**src/rtl/fwd_sel_pkg.sv**
```systemverilog
package fwd_sel_pkg;

    typedef enum logic [1:0] {
        SEL_RF  = 2'b00,
        SEL_WB  = 2'b01,
        SEL_MEM = 2'b10
    } fwd_sel_e;

    typedef struct packed {
        fwd_sel_e sel_a;
        fwd_sel_e sel_b;
    } fwd_state_t;

endpackage

```
**src/rtl/fwd_match.sv**
```systemverilog
module fwd_match #(
    parameter int REG_AW = 5
) (
    input  logic [REG_AW-1:0] src,
    input  logic [REG_AW-1:0] dst,
    input  logic              wen,
    input  logic              usable,
    output logic              hit
);
    logic dst_live;

    always_comb begin
        dst_live = wen && usable && (dst != '0);
        hit      = dst_live && (dst == src);
    end
endmodule

```
**src/rtl/fwd_pick.sv**
```systemverilog
module fwd_pick
    import fwd_sel_pkg::*;
(
    input  logic     near_hit,
    input  logic     far_hit,
    output fwd_sel_e sel
);
    always_comb begin
        if (near_hit)
            sel = SEL_MEM;
        else if (far_hit)
            sel = SEL_WB;
        else
            sel = SEL_RF;
    end
endmodule

```
**src/rtl/fwd_sel_unit.sv**
```systemverilog
module fwd_sel_unit
    import fwd_sel_pkg::*;
#(
    parameter int REG_AW = 5
) (
    input  logic              clk,
    input  logic              rst_n,
    input  logic [REG_AW-1:0] src_a,
    input  logic [REG_AW-1:0] src_b,
    input  logic [REG_AW-1:0] near_dst,
    input  logic              near_wen,
    input  logic              near_load,
    input  logic [REG_AW-1:0] far_dst,
    input  logic              far_wen,
    output logic [1:0]        sel_a,
    output logic [1:0]        sel_b
);
    localparam int NUM_OPS = 2;

    logic [REG_AW-1:0] src_arr [NUM_OPS];
    logic              near_hit [NUM_OPS];
    logic              far_hit  [NUM_OPS];
    fwd_sel_e          sel_nxt  [NUM_OPS];

    fwd_state_t st_d, st_q;
    logic       past_ok_d, past_ok_q;

    assign src_arr[0] = src_a;
    assign src_arr[1] = src_b;

    for (genvar g = 0; g < NUM_OPS; g++) begin : g_op
        fwd_match #(.REG_AW(REG_AW)) u_near (
            .src    (src_arr[g]),
            .dst    (near_dst),
            .wen    (near_wen),
            .usable (!near_load),
            .hit    (near_hit[g])
        );
        fwd_match #(.REG_AW(REG_AW)) u_far (
            .src    (src_arr[g]),
            .dst    (far_dst),
            .wen    (far_wen),
            .usable (1'b1),
            .hit    (far_hit[g])
        );
        fwd_pick u_pick (
            .near_hit (near_hit[g]),
            .far_hit  (far_hit[g]),
            .sel      (sel_nxt[g])
        );
    end

    always_comb begin
        st_d       = st_q;
        st_d.sel_a = sel_nxt[0];
        st_d.sel_b = sel_nxt[1];
        past_ok_d  = 1'b1;
    end

    always_ff @(posedge clk) begin
        if (!rst_n) begin
            st_q      <= '{sel_a: SEL_RF, sel_b: SEL_RF};
            past_ok_q <= 1'b0;
        end else begin
            st_q      <= st_d;
            past_ok_q <= past_ok_d;
        end
    end

    assign sel_a = st_q.sel_a;
    assign sel_b = st_q.sel_b;

    AST_NO_CODE3: assert property (@(posedge clk) disable iff (!rst_n)
        (sel_a != 2'b11) && (sel_b != 2'b11));

    AST_RESET_RF: assert property (@(posedge clk) disable iff (!rst_n)
        !past_ok_q |-> (sel_a == 2'b00 && sel_b == 2'b00));

    AST_NEAR_WINS_A: assert property (@(posedge clk) disable iff (!rst_n)
        (past_ok_q && $past(near_wen && !near_load && near_dst != '0 && near_dst == src_a))
        |-> sel_a == 2'b10);

    AST_FAR_ONLY_B: assert property (@(posedge clk) disable iff (!rst_n)
        (past_ok_q && $past(far_wen && far_dst != '0 && far_dst == src_b)
                   && !$past(near_wen && !near_load && near_dst == src_b))
        |-> sel_b == 2'b01);

    AST_ZERO_SRC: assert property (@(posedge clk) disable iff (!rst_n)
        (past_ok_q && $past(src_a == '0)) |-> sel_a == 2'b00);

    AST_LOAD_NOT_MEM: assert property (@(posedge clk) disable iff (!rst_n)
        (past_ok_q && $past(near_load && (far_dst != near_dst || !far_wen)))
        |-> (sel_a != 2'b10 || $past(near_dst != src_a)));

    AST_NO_WEN_RF: assert property (@(posedge clk) disable iff (!rst_n)
        (past_ok_q && $past(!near_wen && !far_wen)) |-> (sel_a == 2'b00 && sel_b == 2'b00));
endmodule

```
**config.mk**
```make
export PLATFORM = sky130hd
export DESIGN_NAME = fwd_sel_unit
export DESIGN_NICKNAME = d
export VERILOG_FILES = /design/src/rtl/fwd_sel_pkg.sv /design/src/rtl/fwd_match.sv /design/src/rtl/fwd_pick.sv /design/src/rtl/fwd_sel_unit.sv
export SDC_FILE = /design/constraint.sdc
export NUM_CORES = 1
export LEC_CHECK = 0
export ABC_CLOCK_PERIOD_IN_PS = 1750
export BUFFER_PORTS_ARGS = -buffer_cell sky130_fd_sc_hd__buf_2
export CORE_AREA = 2 2 39 41
export CTS_CLUSTER_DIAMETER = 40
export DETAILED_ROUTE_END_ITERATION = 6
export DIE_AREA = 0 0 41 43
export PLACE_DENSITY = 0.72
export SYNTH_ARGS = -nofsm -noshare
export SYNTH_HDL_FRONTEND = slang
export SYNTH_SLANG_ARGS = --single-unit
```
**constraint.sdc**
```tcl
create_clock -name clk -period 1.75 [get_ports clk]
set_input_delay 0.175 -clock clk [delete_from_list [all_inputs] [get_ports clk]]
set_output_delay 0.175 -clock clk [all_outputs]
set_load 0.005 [all_outputs]
```
==> flow_summary.rst <==
.. list-table::
   :header-rows: 1

   * - Metric
     - Value
   * - Fraction of layout cells with a size suffix above 1
     - roughly 47%
   * - Number of antenna violations at the first check in global routing
     - 0
   * - Longest Clk Path Bufs
     - 2
   * - DRC viols
     - 0
   * - CTS tree
     - yes
   * - Mapped Cells
     - ~40
   * - RD Place Congestion
     - a little under 0.8
   * - Yosys warning count
     - 0
   * - Final TNS setup
     - 0 ps
   * - Effective utilization at floorplan
     - a little over a quarter
   * - Count of distinct cell types in the synthesized netlist
     - 12
   * - Result of the run
     - complete, no violations
   * - Post-layout util
     - roughly two fifths
   * - Average wire length per cell after detail routing
     - between 10 and 15 um
   * - Worst path required time
     - 1870 ps
   * - Max Slew Vio Count
     - 0
   * - Number of placed I/O pins
     - 29
   * - # fillers
     - 147
   * - Ordered cell list for the critical path
     - buf_2 -> or4_1 -> o21ai_2 -> nor4_1 -> and2_1
   * - Final global-route overflow total
     - 0
   * - Least-Margin Pin Slew
     - around 430 ps
   * - Total nets after synthesis
     - 66
   * - Via count of the first global-routing pass
     - 405
   * - Final setup vio count
     - 0
   * - Vias
     - 398
   * - Total of cells resized after clock tree synthesis
     - 0
   * - Worst hold path class
     - in -> reg
   * - Critical Path Start
     - near_dst[2]
   * - Start point of the worst hold path
     - rst_n
   * - Net count, final
     - approximately 100
   * - Cell Rows
     - 14
   * - Fraction of power consumed by combinational cells
     - a little under a third
   * - RSZ-0062 raised after global routing
     - false
   * - Synthesis-to-layout area growth
     - 49.7%
   * - Largest cells by area after synthesis
     - sky130_fd_sc_hd__xnor2_1 (24%), sky130_fd_sc_hd__xor2_1 (24%), sky130_fd_sc_hd__dfxtp_1 (22%)
   * - First-pass GRT wire length
     - around 1400 um
   * - Final wirelength
     - ~900 um
   * - H-tree depth reported by CTS
     - 1
   * - Buffering stage count on the worst path with inverters included
     - 1
   * - CP endpoint kind
     - register
   * - #FFs+latches synth
     - 4
   * - Number of nets with antenna violations after routing
     - 0
   * - EDFF count, synth
     - 0
   * - Family with the most delay on the worst path
     - simple AND/OR/NAND/NOR gates
   * - Fraction of power spent switching nets
     - a little over a quarter
   * - Relative contribution of sequential cells to total power
     - 31.2%
   * - Die W
     - a little over 40 um
   * - Post-CTS Hold Buffers
     - 0
   * - Maximum operating frequency
     - between 900 and 1000 MHz
   * - Number of clock sinks
     - 4
   * - Biggest cell delay along the critical path
     - 530 ps
   * - Initial DRC count
     - 0
   * - Router iterations before antenna repair
     - 1
   * - Final critical-path share of the clock period
     - a little over three fifths
   * - Average instance area after synthesis
     - ~9 um2
   * - Height of the chip
     - 43 um
   * - Cell accounting for the most synthesized area
     - sky130_fd_sc_hd__xnor2_1
   * - WP data arrival
     - between 1000 and 1500 ps
   * - Top post-synthesis cells by count
     - sky130_fd_sc_hd__xnor2_1 (10), sky130_fd_sc_hd__xor2_1 (10), sky130_fd_sc_hd__dfxtp_1 (4), sky130_fd_sc_hd__nand3_1 (4)
   * - Top flip-flop cell by instance count after synthesis
     - sky130_fd_sc_hd__dfxtp_1
   * - Minimum period implied by the final worst setup slack
     - 1100 ps
   * - Worst-path fanout max
     - 3
   * - Pleak
     - roughly 0.25 nW
   * - Slowest cell on crit path
     - sky130_fd_sc_hd__or4_1
   * - Antenna diode count
     - 0
   * - Worst relative slew slack
     - between 70% and 80%
   * - Power per Cell Area
     - between 500 and 600 nW/um2
   * - Net Switching
     - 0.0784 mW
   * - Number of buffers added on ports
     - 28
   * - Number of post-CTS setup repair buffers
     - 0
   * - Register clock-pin slew on the reported worst setup and hold paths
     - approximately 40 ps
   * - Clock network power share
     - a little under two fifths
   * - Overall die area
     - between 1500 and 2000 um2
   * - Sort of element at the start of the critical path
     - input port
   * - Largest net degree at the start of global routing
     - 4
   * - Fraction of the yosys area taken by sequential cells
     - between 20% and 30%
   * - Worst Setup EP
     - sel_a[1]
   * - Core ar.
     - approximately 1400 um2
   * - Area share of the largest cell type after synthesis
     - a little under a quarter
   * - Clock tree root driver cell
     - sky130_fd_sc_hd__clkbuf_4
   * - Number of hold violations in the final report
     - 0
   * - Share of flip-flops with an asynchronous set or reset
     - 0%
   * - Depth of the critical timing path with buffers and inverters included
     - 5
   * - Cell Area, Synth
     - 368 um2
   * - Number of buffers added by the clock tree synthesis step
     - 3
   * - Max Cap Viol
     - 0
   * - DR vias/cell
     - 4.52
   * - Peak VDD IR
     - about 0.15 mV
   * - Internal power summed over all cells
     - about 0.22 mW
   * - Overall global routing resource usage
     - between 10% and 20%
   * - Worst Setup Path Type
     - in -> reg
## flip-flops by register name (all words and copies together), names as in the netlist
name and cells:
sel_b 2, sel_a 2
## area by class of cell
type	count	area, um2	area share [%]
Timing Repair Buffer	28	140	25.5
Clock buffer	3	22.5	4.09
Multi-Input combinational cell	37	288	52.3
Tap cell	16	20.0	3.64
Sequential cell	4	80.1	14.5
## through the flow
step                      std cells  hold WS, ps  total power, mW  setup WS [ps]  area, um2
final                            88          181            0.297            653        551
after global placement           85          413            0.187            433        528
after floorplan                  41          297            0.139            579        368
after detailed placement         85          418            0.188            409        528
after CTS                        88          171            0.305            657        551
after global routing             88          192            0.316            582        551
## kinds of logic (layout without fill, tap and decap cells)
group | Yosys count | after routing | synth area share [%]
DFF | 4 | 4 | 21.8
and+or+nand+nor | 15 | 15 | 26.2
xor gates and xnor gates | 20 | 20 | 47.6
AOI/OAI and AO/OA | 2 | 2 | 4.42
buffers and inverters | 0 | 31 | 0
## cells in the final DEF (no fill, tap or decap)
master                     instances
sky130_fd_sc_hd__and2_1            2
sky130_fd_sc_hd__buf_2            28
sky130_fd_sc_hd__clkbuf_4          3
sky130_fd_sc_hd__dfxtp_1           4
sky130_fd_sc_hd__nand3_1           4
sky130_fd_sc_hd__nor2b_1           1
sky130_fd_sc_hd__nor3_1            2
sky130_fd_sc_hd__nor3_2            2
sky130_fd_sc_hd__nor4_1            2
sky130_fd_sc_hd__o211ai_1          1
sky130_fd_sc_hd__o21ai_2           1
sky130_fd_sc_hd__or4_1             2
sky130_fd_sc_hd__xnor2_1          10
sky130_fd_sc_hd__xor2_1           10
## worst min path at each step
stage                          end  cells after the start
after global routing      sel_a[1]                      2
after detailed placement  sel_a[1]                      2
after CTS                 sel_b[1]                      2
after global placement    sel_a[1]                      2
after floorplan           sel_a[1]                      1
final                     sel_b[1]                      2
## power by group through the flow
stage / logic, mW / clock network (mW) / registers (mW)
after floorplan: 0.0447 / 0 / 0.0940
after global placement: 0.0934 / 0 / 0.0939
after detailed placement: 0.0936 / 0 / 0.0939
after CTS: 0.0942 / 0.118 / 0.0925
after global routing: 0.103 / 0.121 / 0.0925
final: 0.0929 / 0.111 / 0.0925
## metal layers
metal	up-vias	routed length (um)	global-route usage (%)
met5	-	0	0
met4	0	22	10.7
met3	2	88	2.62
met2	19	446	18.8
met1	173	340	11.1
li1	204	-	-
No activity file was read; power rests on OpenSTA's default activity.
